**config.mk**
```make
export PLATFORM = sky130hd
export DESIGN_NAME = cfg_readback_ctrl
export DESIGN_NICKNAME = d
export VERILOG_FILES = /design/src/rtl/cfg_rb_pkg.sv /design/src/rtl/cfg_window_ctrl.sv /design/src/rtl/cfg_byte_sel.sv /design/src/rtl/cfg_readback_ctrl.sv
export SDC_FILE = /design/constraint.sdc
export NUM_CORES = 1
export LEC_CHECK = 0
export ABC_CLOCK_PERIOD_IN_PS = 3300
export CAP_MARGIN = 20
export CELL_PAD_IN_SITES_DETAIL_PLACEMENT = 1
export CELL_PAD_IN_SITES_GLOBAL_PLACEMENT = 1
export CORE_MARGIN = 2
export CORE_UTILIZATION = 19
export CTS_CLUSTER_SIZE = 8
export DETAILED_ROUTE_END_ITERATION = 10
export GPL_TIMING_DRIVEN = 0
export HOLD_SLACK_MARGIN = 0.03
export PLACE_DENSITY = 0.84
export SLEW_MARGIN = 20
export SYNTH_ARGS = -nofsm -noshare
export SYNTH_HDL_FRONTEND = slang
export SYNTH_SLANG_ARGS = --single-unit
```
**constraint.sdc**
```tcl
create_clock -name clk -period 3.3 [get_ports clk]
set_clock_uncertainty 0.1 [all_clocks]
set_input_delay 0.33 -clock clk [delete_from_list [all_inputs] [get_ports clk]]
set_output_delay 0.33 -clock clk [all_outputs]
set_load 0.1 [all_outputs]
```
**src/rtl/cfg_rb_pkg.sv**
```systemverilog
package cfg_rb_pkg;

    localparam int PTR_W = 16;
    localparam int BYTE_W = 8;
    localparam int LOCK_W = 2;

    localparam logic [PTR_W-1:0] PTR_FUSE_LO = 16'h0000;
    localparam logic [PTR_W-1:0] PTR_LOCK    = 16'h0001;
    localparam logic [PTR_W-1:0] PTR_FUSE_HI = 16'h0003;

    localparam int CTL_EN_BIT = 0;
    localparam int CTL_RD_BIT = 1;

    typedef enum logic [1:0] {
        SRC_FUSE_LO,
        SRC_LOCK,
        SRC_FUSE_HI,
        SRC_NONE
    } cfg_src_e;

    function automatic cfg_src_e decode_ptr(input logic [PTR_W-1:0] p);
        cfg_src_e s;
        case (p)
            PTR_FUSE_LO: s = SRC_FUSE_LO;
            PTR_LOCK:    s = SRC_LOCK;
            PTR_FUSE_HI: s = SRC_FUSE_HI;
            default:     s = SRC_NONE;
        endcase
        return s;
    endfunction

endpackage

```
**src/rtl/cfg_window_ctrl.sv**
```systemverilog
module cfg_window_ctrl
    import cfg_rb_pkg::*;
#(
    parameter int LOAD_WIN  = 3,
    parameter int STORE_WIN = 4,
    parameter int CNT_W     = $clog2(STORE_WIN + 1)
) (
    input  logic             clk,
    input  logic             rst_n,
    input  logic             ctl_wr,
    input  logic             wr_en_bit,
    input  logic             wr_rd_bit,
    input  logic             ld_strobe,
    input  logic             st_strobe,
    input  logic             ee_busy,
    output logic             load_hit,
    output logic             en_o,
    output logic             rd_o,
    output logic [CNT_W-1:0] cnt_o
);

    localparam logic [CNT_W-1:0] LOAD_LIM  = CNT_W'(LOAD_WIN);
    localparam logic [CNT_W-1:0] STORE_END = CNT_W'(STORE_WIN - 1);

    typedef struct packed {
        logic             en;
        logic             rd;
        logic [CNT_W-1:0] cnt;
    } win_state_t;

    win_state_t st_d, st_q;
    logic armed;

    always_comb begin
        st_d     = st_q;
        armed    = st_q.en && st_q.rd;
        load_hit = armed && ld_strobe && !ee_busy && (st_q.cnt < LOAD_LIM);

        if (st_q.en || st_q.rd) begin
            if (st_q.cnt == STORE_END) begin
                st_d.en  = 1'b0;
                st_d.rd  = 1'b0;
                st_d.cnt = '0;
            end else begin
                st_d.cnt = st_q.cnt + 1'b1;
            end
        end

        if (load_hit || (armed && st_strobe)) begin
            st_d.en  = 1'b0;
            st_d.rd  = 1'b0;
            st_d.cnt = '0;
        end

        if (ctl_wr && !ee_busy) begin
            st_d.en  = wr_en_bit;
            st_d.rd  = wr_rd_bit;
            st_d.cnt = '0;
        end
    end

    always_ff @(posedge clk or negedge rst_n) begin
        if (!rst_n) begin
            st_q <= '0;
        end else begin
            st_q <= st_d;
        end
    end

    assign en_o  = st_q.en;
    assign rd_o  = st_q.rd;
    assign cnt_o = st_q.cnt;

endmodule

```
**src/rtl/cfg_byte_sel.sv**
```systemverilog
module cfg_byte_sel
    import cfg_rb_pkg::*;
(
    input  logic [PTR_W-1:0]  ptr,
    input  logic [BYTE_W-1:0] fuse_lo_prog,
    input  logic [BYTE_W-1:0] fuse_hi_prog,
    input  logic [LOCK_W-1:0] lock_prog,
    output logic [BYTE_W-1:0] cfg_byte
);

    cfg_src_e src;

    always_comb begin
        src = decode_ptr(ptr);
        case (src)
            SRC_FUSE_LO: cfg_byte = ~fuse_lo_prog;
            SRC_LOCK:    cfg_byte = {{(BYTE_W-LOCK_W){1'b1}}, ~lock_prog};
            SRC_FUSE_HI: cfg_byte = ~fuse_hi_prog;
            default:     cfg_byte = '1;
        endcase
    end

endmodule

```
**src/rtl/cfg_readback_ctrl.sv**
```systemverilog
module cfg_readback_ctrl
    import cfg_rb_pkg::*;
#(
    parameter int LOAD_WIN  = 3,
    parameter int STORE_WIN = 4,
    localparam int CNT_W    = $clog2(STORE_WIN + 1)
) (
    input  logic              clk,
    input  logic              rst_n,
    input  logic              ctl_wr,
    input  logic [7:0]        ctl_wdata,
    input  logic              ld_strobe,
    input  logic              st_strobe,
    input  logic [PTR_W-1:0]  ptr,
    input  logic              ee_busy,
    input  logic [BYTE_W-1:0] fuse_lo_prog,
    input  logic [BYTE_W-1:0] fuse_hi_prog,
    input  logic [LOCK_W-1:0] lock_prog,
    output logic              cfg_sel,
    output logic [BYTE_W-1:0] rd_data
);

    logic             win_en;
    logic             win_rd;
    logic [CNT_W-1:0] win_cnt;
    logic             load_hit;
    logic [BYTE_W-1:0] cfg_byte;
    logic             unused_wdata;

    assign unused_wdata = ^ctl_wdata[7:2];

    cfg_window_ctrl #(
        .LOAD_WIN (LOAD_WIN),
        .STORE_WIN(STORE_WIN),
        .CNT_W    (CNT_W)
    ) u_win (
        .clk      (clk),
        .rst_n    (rst_n),
        .ctl_wr   (ctl_wr),
        .wr_en_bit(ctl_wdata[CTL_EN_BIT]),
        .wr_rd_bit(ctl_wdata[CTL_RD_BIT]),
        .ld_strobe(ld_strobe),
        .st_strobe(st_strobe),
        .ee_busy  (ee_busy),
        .load_hit (load_hit),
        .en_o     (win_en),
        .rd_o     (win_rd),
        .cnt_o    (win_cnt)
    );

    cfg_byte_sel u_sel (
        .ptr         (ptr),
        .fuse_lo_prog(fuse_lo_prog),
        .fuse_hi_prog(fuse_hi_prog),
        .lock_prog   (lock_prog),
        .cfg_byte    (cfg_byte)
    );

    assign cfg_sel = load_hit;
    assign rd_data = load_hit ? cfg_byte : '0;

endmodule

```
Word-level counts from Yosys, hierarchy flattened. Index checks and enable logic that the tools add are counted.

Add/subtract/negate cells: 1. Magnitude comparators: 1. Equal/unequal tests: 5. Multiplexer cells: 8. Bitwise logic cells: 3. Reductions and logical operators: 14.

Operator list (number): case mux 8 bit (3 select lines) (1); == test 16 x 1 -> 1 bit, second input constant (1); == test 16 x 2 -> 1 bit, second input constant (1); logical NOT 16 bit (1); inverter 8 bit (2); 2-to-1 mux 5 bit (3); 2-to-1 mux 8 bit (1); logical AND 1 bit (6); case mux 2 bit (3 select lines) (1); nonzero test 3 bit (2); adder 3 x 1 -> 3 bit, second input constant (1); == test 3 x 2 -> 1 bit, second input constant (1); < comparator 3 x 2 -> 1 bit, second input constant (1); 2-to-1 mux 3 bit (1); == test 2 x 1 -> 1 bit, second input constant (1); == test 2 bit, second input constant (1); logical NOT 2 bit (1); logical OR 1 bit (2); 2-to-1 mux 2 bit (1); inverter 2 bit (1); AND reduction 2 bit (1); logical NOT 1 bit (1).

Register bits after elaboration: 5. Input bits: 48. Output and inout bits: 9. Word-level logic and storage cells: 35.

Logic depth before layout (Yosys ltp). Gate-level depths: netlist of the first run.

Depth in word-level cells: 7. Mapped depth: 4. Mapped depth without buffers: 4.

Cells and area by module. From an unflattened synthesis of the first run, not the netlist that was laid out.

Cells, all modules: 62. Area total of the unflattened synthesis: 519.2 µm².

By module, submodules not included: cfg_window_ctrl (instances 1, cells each 27, area an instance 289.0 µm², seq. area each 125.1 µm²); cfg_byte_sel (instances 1, cells each 27, area an instance 180.2 µm², seq. area each 0.0 µm²); cfg_readback_ctrl (instances 1, cells each 8, area an instance 50.0 µm², seq. area each 0.0 µm²).

Least setup slack after synthesis of the first run. No wires, ideal clock.

Path kind: input to output. Start point: in ptr[1]. End point: out rd_data[0]. Arrival: 2.284 ns. Path slack: 0.586 ns. Stages: 3. Path buffers: 0. Cells stage by stage: mux2_1 > a22o_1 > a21oi_1.

Cells in the longest elaborated chain, start to end: 5. Elaborated cells on any way between the ends: 9. Classes of those cells: 4 x eq/ne; 3 x mux; 2 x reduce/logical.

RTL lines: from (decl) (RTL line cfg_readback_ctrl.sv:14) `input logic [PTR_W-1:0] ptr,`; == test 16 x 2 -> 1 bit (tied with other cells) (RTL line cfg_rb_pkg.sv:23) `case (p)`; case mux 2 bit (3 select lines) (*) (RTL line cfg_rb_pkg.sv:23); == test 2 bit (tied with other cells) (RTL line cfg_byte_sel.sv:15) `case (src)`; case mux 8 bit (3 select lines) (*) (RTL line cfg_byte_sel.sv:15); 2-to-1 mux 8 bit (*) (RTL line cfg_readback_ctrl.sv:60) `assign rd_data = load_hit ? cfg_byte : '0;`; to (decl) (RTL line cfg_readback_ctrl.sv:20) `output logic [BYTE_W-1:0] rd_data`.

Every way passes the cells marked *; elsewhere a longest branch is shown, timed or not.

Final worst setup path of the first run.
Start point: in ptr[1]. End point: out rd_data[1].

Same word-level chain as after synthesis.

==> metrics.cfg, run 1 <==
[finish]
n_fill_cell=325
ff_latch_area_sq_um=125.1
diodes=0
multi_input_area_sq_um=375.4
nNetsFinal=165
area.growth.synth_to_final_pct=107.1
drive_gt1_frac=0.09565

[clock_network]
htreeDepth=1
cts.clk_slew.worst_paths_ns=0.04
postCtsSetupBuffers=0
cts-resized-gates=0
clock_latency_ns=0.25
hold_buffers=0
cts_buffers=3
ctsLongestPathBuffers=2
clockRootBuffer=clkbuf_4
cts_tree=built
clock-sinks=5

[worst_setup_path]
cp_max_fo=4
path_common_cell=clkdlybuf4s50_1
cp-end-kind=primary output
worstPathArrival_ns=2.72
cp_slowest_cell=clkdlybuf4s50_1
start_kind=input port
r2r_setup_slack_ns=1.97
crit_type=input port to primary output
required_ns=2.87
worstPathCellList=clkdlybuf4s50_1 -> mux2_1 -> a22o_1 -> a21oi_1 -> clkdlybuf4s50_1
cpPeakStageDelay_ns=1.17

[hold_path]
min_path_type=input port to asynchronous set/reset pin

[die]
rows=19
initial_core_util=0.1966
die_area_sq_um=3217
core-area_sq_um=2686
num_io_pins=57
die_h_um=56.72
die_width_um=56.72

[grt]
antenna_found_initial=0
grt.total_usage=0.1499
grt_max_degree=11
overflow=0
grt_pass1_vias=827
grt_pass1_wl_mm=3.746

[drt]
drt-met1-wl_um=784
wl_met2_mm=1.041
route.detailed.drc=0
dr.pass1.iters=4
met3_length_um=320
via_count=739
first_iter_violations=6
drt-wirelength-per-cell_um=14.89
drt-total-wl_mm=2.174
vias_per_cell=5.062
ant_nets=0
topRoutingLayerUsed=met4

[synthesis]
ys_seq_area_frac=0.2370
syn_inst=61
synth_area_sq_um=528.0
yosysWarningCount=0
syn-num-nets=110
synth.ff_latch_count=5
synth_cell_types=28
avgSynthCellArea_sq_um=8.656

[place]
hpwl_mm=1.905
port_buffers=50
gp_congestion=0.7826

[run_status]
status=finished clean

[timing]
period_share=0.9558
slew_viol_final=0
hold_viol=0
slew_headroom=0.3283
tightest_slew_ns=1.004
finalSetupViolations=0
rsz0062_at_grt=no
max_freq_ghz=0.3170
tns_ns=0
period_needed_ns=3.154

[pwr]
power.static_leakage_nw=0.4297
p_per_area_nw_per_um2=400.2
ir_worst_vdd_uv=190.0
fin_total_pwr_w=0.0004376

[job]
drv_cap=0

==> final cells by class <==
type                       count  area share
tap                           31     0.03547
buffer                         3     0.02174
sequential                     5      0.1144
inverter                       1    0.003432
clock buffer                   4     0.02403
multi-input combinational     52      0.3432
timing repair buffer          50      0.4577
==> logic make-up (layout without fill, tap and decap cells) <==
group	count (synthesis)	count (layout)	share of synthesized area
AOI/OAI and AO/OA	25	25	0.3341
adders and majority gates	1	1	0.02369
buffers and inverters	4	58	0.05212
DFF	5	5	0.2370
muxes	2	2	0.04265
and+or+nand+nor	24	24	0.3104
==> worst max-delay path, delay by kind of cell <==
family | cells | cell delay (ns)
AOI/OAI and AO/OA | 2 | 0.33
buffers and inverters | 2 | 1.71
muxes | 1 | 0.36
==> cells in the mapped netlist (all sizes together) <==
cell type	n	area share
a211oi	1	0.014
nor4	3	0.036
a31o	2	0.033
ha	1	0.024
a22o	8	0.13
dfrtp	5	0.24
nand2b	2	0.024
and3	1	0.012
o21ai	1	0.0095
nand4b	2	0.033
nand2	1	0.0071
a21oi	10	0.10
and2	3	0.045
nand4	1	0.040
buf	2	0.036
clkbuf	1	0.0095
inv	1	0.0071
nor2	4	0.028
nand3b	2	0.028
nand3	3	0.028
o211ai	3	0.043
and4	1	0.017
or3	1	0.012
mux2	2	0.043
==> state kept, by name (all words and copies together) (netlist names) <==
name	cells
u_win.cnt_o	3
u_win.en_o	1
u_win.rd_o	1
==> per-layer routing <==
layer  vias to the layer above  global-route usage
met5                         -                   0
met4                         0             0.06122
met3                         3             0.08295
met2                        44              0.2525
met1                       340              0.1522
li1                        352                   -
==> path summary, 6_finish.rpt <==
check                                                 from                          to  depth (start not counted)
min in group clk                u_win.cnt_o[2]$_DFFE_PN0P_  u_win.cnt_o[2]$_DFFE_PN0P_                          2
worst max register to register  u_win.cnt_o[0]$_DFFE_PN0P_  u_win.cnt_o[0]$_DFFE_PN0P_                          4
worst max-delay path                                ptr[1]                  rd_data[1]                          5
worst min register to register  u_win.cnt_o[2]$_DFFE_PN0P_  u_win.cnt_o[2]$_DFFE_PN0P_                          2
worst min-delay path                                 rst_n  u_win.cnt_o[2]$_DFFE_PN0P_                          1
max in group asynchronous                            rst_n  u_win.cnt_o[1]$_DFFE_PN0P_                          1
==> placed cells by master (no fill, tap or decap), types with 2 or more instances in the layout <==
cell type / instances
a22o_1: 8
clkdlybuf4s50_1: 50
clkbuf_4: 3
nand4b_1: 2
o211ai_1: 3
mux2_1: 2
nand3b_1: 2
dfrtp_1: 5
nor4_1: 3
nand2b_1: 2
a21oi_1: 9
nor2_1: 4
and2_4: 2
nand3_1: 3
==> through the flow <==
stage | setup slack, ns | std cells | instance area, sq um | utilization | hold WS (ns)
floorplan | 0.5863 | 61 | 528.0 | - | -0.06559
global route | 0.05494 | 146 | 1094 | 0.4071 | 0.2135
finish | 0.1459 | 146 | 1094 | 0.4071 | 0.2015
CTS | 0.1359 | 146 | 1094 | 0.4071 | 0.2116
global placement | 0.1815 | 142 | 1067 | 0.3973 | 0.4280
detailed placement | 0.1346 | 142 | 1067 | 0.3973 | 0.4359
==> report_power, final <==
part	total (W)	internal (W)	switching (W)
registers	0.000113	0.0000838	0.0000292
clock network	0.0000733	0.0000459	0.0000275
logic	0.000251	0.000117	0.000135
Note: power is estimated with default switching activity, not from simulation.
==> run 2, diff against run 1 <==
- PLACE_DENSITY: 0.84 -> default
- PLACE_DENSITY_LB_ADDON: default -> 0.1
- SLEW_MARGIN: 20 -> default
==> metrics.cfg, run 2 (synthesis results as in run 1) <==
[timing]
slew_viol_final=0
finalSetupViolations=0
period_needed_ns=3.144
slew_headroom=0.3423
hold_viol=0
max_freq_ghz=0.3180
period_share=0.9529
tns_ns=0
hold_slack_ns=0.2117
tightest_slew_ns=0.9835
rsz0062_at_grt=no

[clock_network]
postCtsSetupBuffers=0
htreeDepth=1
clock_latency_ns=0.25
hold_buffers=0
ctsLongestPathBuffers=2
cts.clk_slew.worst_paths_ns=0.05
cts_tree=built
cts-resized-gates=0
clockRootBuffer=clkbuf_4
cts_buffers=3
clock-sinks=5

[pwr]
power.static_leakage_nw=0.4297
power.switching_w=0.0001904
switching_share=0.4365
p_int_w=0.0002457
seqPwrFrac=0.259
ir_worst_vdd_uv=192.1
p_per_area_nw_per_um2=398.8
p_comb_frac=0.570
pwr-share-clk=0.171
fin_total_pwr_w=0.0004361

[worst_setup_path]
crit_type=input port to primary output
required_ns=2.87
path_buf_inv=2
cp-end-kind=primary output
cpPeakStageDelay_ns=1.16
start_kind=input port
crit_family=buffers and inverters
worstPathArrival_ns=2.71
cp_max_fo=4
cp_slowest_cell=clkdlybuf4s50_1
worstPathCellList=clkdlybuf4s50_1 -> mux2_1 -> a22o_1 -> a21oi_1 -> clkdlybuf4s50_1
path_common_cell=clkdlybuf4s50_1

[die]
die_width_um=56.72
rows=19
core-area_sq_um=2686
die_area_sq_um=3217
initial_core_util=0.1966
die_h_um=56.72
num_io_pins=57

[finish]
final_common_cell=clkdlybuf4s50_1
diodes=0
drive_gt1_frac=0.09565
layout_common_cells=clkdlybuf4s50_1 (50), a21oi_1 (9), a22o_1 (8)
largest_reg_flops=3
area.growth.synth_to_final_pct=107.1
n_fill_cell=322
nNetsFinal=165

[grt]
grt_pass1_wl_mm=3.663
antenna_found_initial=0
grt_max_degree=11
busiest_layer=met2
grt_util_met3=0.04839
grt_use_met2=0.2724
met1_usage=0.1534
grt.total_usage=0.1474
overflow=0
grt_pass1_vias=831

[run_status]
status=finished clean

[job]
drv_cap=0

[drt]
route.detailed.drc=0
first_iter_violations=8
via_count=725
vias_per_cell=4.966
ant_nets=0
drt-wirelength-per-cell_um=15.05
dr.pass1.iters=4
drt-total-wl_mm=2.197

[place]
hpwl_mm=1.845
port_buffers=50
gp_congestion=0.7137

[hold_path]
min_path_type=input port to asynchronous set/reset pin

-- run 2: cell counts in the layout (fill, tap and decap cells not counted) --
No cell type changed its count.
-- run 2: final timing paths --
kind | startpoint | to | slack [ns] | depth (start not counted)
max in group asynchronous | rst_n | u_win.cnt_o[1]$_DFFE_PN0P_ | 2.69 | 1
setup / recovery | ptr[1] | rd_data[1] | 0.16 | 5
hold / removal | rst_n | u_win.cnt_o[2]$_DFFE_PN0P_ | 0.21 | 1
hold reg to reg | u_win.cnt_o[2]$_DFFE_PN0P_ | u_win.cnt_o[2]$_DFFE_PN0P_ | 0.44 | 2
setup reg to reg | u_win.cnt_o[2]$_DFFE_PN0P_ | u_win.cnt_o[0]$_DFFE_PN0P_ | 1.98 | 3
min in group clk | u_win.cnt_o[2]$_DFFE_PN0P_ | u_win.cnt_o[2]$_DFFE_PN0P_ | 0.44 | 2
-- run 2: per-stage QoR --
| step | cell area [sq um] | utilization | std cells | setup slack, ns |
|---|---|---|---|---|
| 2_1_floorplan | 528.0 | - | 61 | 0.5863 |
| 4_1_cts | 1094 | 0.4071 | 146 | 0.1333 |
| 3_3_place_gp | 1067 | 0.3973 | 142 | 0.1694 |
| 5_1_grt | 1094 | 0.4071 | 146 | 0.07107 |
| 3_5_place_dp | 1067 | 0.3973 | 142 | 0.1458 |
| 6_report | 1094 | 0.4071 | 146 | 0.1555 |
-- run 2: power groups by stage --
stage	Sequential, W	Combinational, W	Clock (W)
after floorplan	0.000104	0.000162	0
final	0.000113	0.000248	0.0000748
after detailed placement	0.000113	0.000250	0
after global placement	0.000112	0.000244	0
after CTS	0.000113	0.000252	0.0000784
after global routing	0.000119	0.000271	0.0000820
-- run 2: routing by layer --
metal / part of all wire / routed length [um]
met1: 0.38 / 834
met2: 0.54 / 1185
met3: 0.066 / 144
met4: 0.015 / 33
met5: 0 / 0
-- run 2: cell type report --
cell class	instances	area [sq um]	area share
Timing Repair Buffer	50	500.5	0.4577
Inverter	1	3.754	0.003432
Sequential cell	5	125.1	0.1144
Multi-Input combinational cell	52	375.4	0.3432
Tap cell	31	38.79	0.03547
Buffer	3	23.77	0.02174
Clock buffer	4	26.28	0.02403
==> run 3, diff against run 2 <==
- CTS_CLUSTER_DIAMETER: default -> 60
- HOLD_SLACK_MARGIN: 0.03 -> 0.12
- MAX_ROUTING_LAYER: default -> met4
==> metrics.cfg, run 3 (synthesis results as in run 1) <==
[worst_setup_path]
cpPeakStageDelay_ns=1.16
required_ns=2.87
cp-end-kind=primary output
reg2reg_depth=3
path_common_cell=clkdlybuf4s50_1
worstPathCellList=clkdlybuf4s50_1 -> mux2_1 -> a22o_1 -> a21oi_1 -> clkdlybuf4s50_1
cp_slowest_cell=clkdlybuf4s50_1
crit_path_end=rd_data[1]
start_kind=input port
worstPathArrival_ns=2.71
cp_max_fo=4
timing.rr.end=u_win.cnt_o[0]$_DFFE_PN0P_
crit_type=input port to primary output
r2r_start=u_win.cnt_o[2]$_DFFE_PN0P_
cp-startpoint=ptr[1]
r2r_setup_slack_ns=1.98

[timing]
tns_ns=0
slew_headroom=0.3423
rsz0062_at_grt=no
period_needed_ns=3.144
max_freq_ghz=0.3180
period_share=0.9529
hold_viol=0
slew_viol_final=0
tightest_slew_ns=0.9835
finalSetupViolations=0
setup_ws_ns=0.1555

[clock_network]
clock_latency_ns=0.25
postCtsSetupBuffers=0
htreeDepth=1
clockRootBuffer=clkbuf_4
clock-sinks=5
cts.clk_slew.worst_paths_ns=0.05
hold_buffers=0
cts_tree=built
cts-resized-gates=0
ctsLongestPathBuffers=2
cts_buffers=3

[grt]
grt.total_usage=0.1514
grt_pass1_wl_mm=3.670
grt_max_degree=11
antenna_found_initial=0
grt_pass1_vias=831
overflow=0

[drt]
drt-total-wl_mm=2.197
route.detailed.drc=0
first_iter_violations=8
dr.pass1.iters=4
drt-wirelength-per-cell_um=15.05
via_count=725
ant_nets=0
vias_per_cell=4.966

[pwr]
ir_worst_vdd_uv=192.1
power.static_leakage_nw=0.4297
p_per_area_nw_per_um2=398.8

[die]
rows=19
die_width_um=56.72
die_area_sq_um=3217
num_io_pins=57
initial_core_util=0.1966
die_h_um=56.72
core-area_sq_um=2686

[hold_path]
min_path_type=input port to asynchronous set/reset pin

[finish]
post-route-util=0.4071
final_common_cell=clkdlybuf4s50_1
drive_gt1_frac=0.09565
area.growth.synth_to_final_pct=107.1
nNetsFinal=165
fin_cells=146
largest_reg_flops=3
fin_area_sq_um=1094
layout_common_cells=clkdlybuf4s50_1 (50), a21oi_1 (9), a22o_1 (8)
diodes=0

[place]
hpwl_mm=1.845
port_buffers=50
dp_slack_ns=0.1458
place_area_sq_um=1067
gp_congestion=0.7219
placed_cells=142

[job]
drv_cap=0

[run_status]
status=finished clean

-- run 3: cell counts in the layout (fill, tap and decap cells not counted) --
Identical to the previous run, type by type.
-- run 3: cell type report --
type / count / area (sq um)
clock buffers: 4 / 26.28
fillers: 322 / 1593
repair buffers: 50 / 500.5
flip-flops and latches: 5 / 125.1
plain buffers: 3 / 23.77
well taps: 31 / 38.79
inverters: 1 / 3.754
multi-input cells: 52 / 375.4
-- run 3: power breakdown --
part / switching (W) / total (W) / leakage (nW) / internal (W)
Sequential: 0.0000290 / 0.000113 / 0.0642 / 0.0000838
Clock: 0.0000288 / 0.0000748 / 0.0150 / 0.0000460
Combinational: 0.000133 / 0.000248 / 0.351 / 0.000116
-- run 3: per-layer routing --
metal,GRT usage,share of wire,up-vias
li1,-,-,353
met1,0.1534,0.38,337
met2,0.2724,0.54,31
met3,0.04839,0.065,4
met4,0.05102,0.015,0
met5,-,0,-
-- run 3: worst max-delay path, delay by kind of cell --
family,cells,cell delay [ns]
AOI/OAI and AO/OA,2,0.32
muxes,1,0.36
buffers and inverters,2,1.70
-- run 3: worst min-delay path by stage --
stage	from	endpoint	slack [ns]	depth (start not counted)
finish	rst_n	u_win.cnt_o[2]$_DFFE_PN0P_	0.21	1
global route	rst_n	u_win.cnt_o[1]$_DFFE_PN0P_	0.23	1
CTS	rst_n	u_win.cnt_o[2]$_DFFE_PN0P_	0.21	1
detailed placement	u_win.cnt_o[2]$_DFFE_PN0P_	u_win.cnt_o[2]$_DFFE_PN0P_	0.44	2
global placement	u_win.cnt_o[2]$_DFFE_PN0P_	u_win.cnt_o[2]$_DFFE_PN0P_	0.43	2
floorplan	rst_n	u_win.cnt_o[0]$_DFFE_PN0P_	-0.07	0
-- run 3: per-stage QoR --
stage                     hold slack (ns)   power, W
after detailed placement           0.4375  0.0003634
after global routing               0.2263  0.0004717
after floorplan                  -0.06559  0.0002653
after CTS                          0.2142  0.0004429
after global placement             0.4302  0.0003561
final                              0.2117  0.0004361
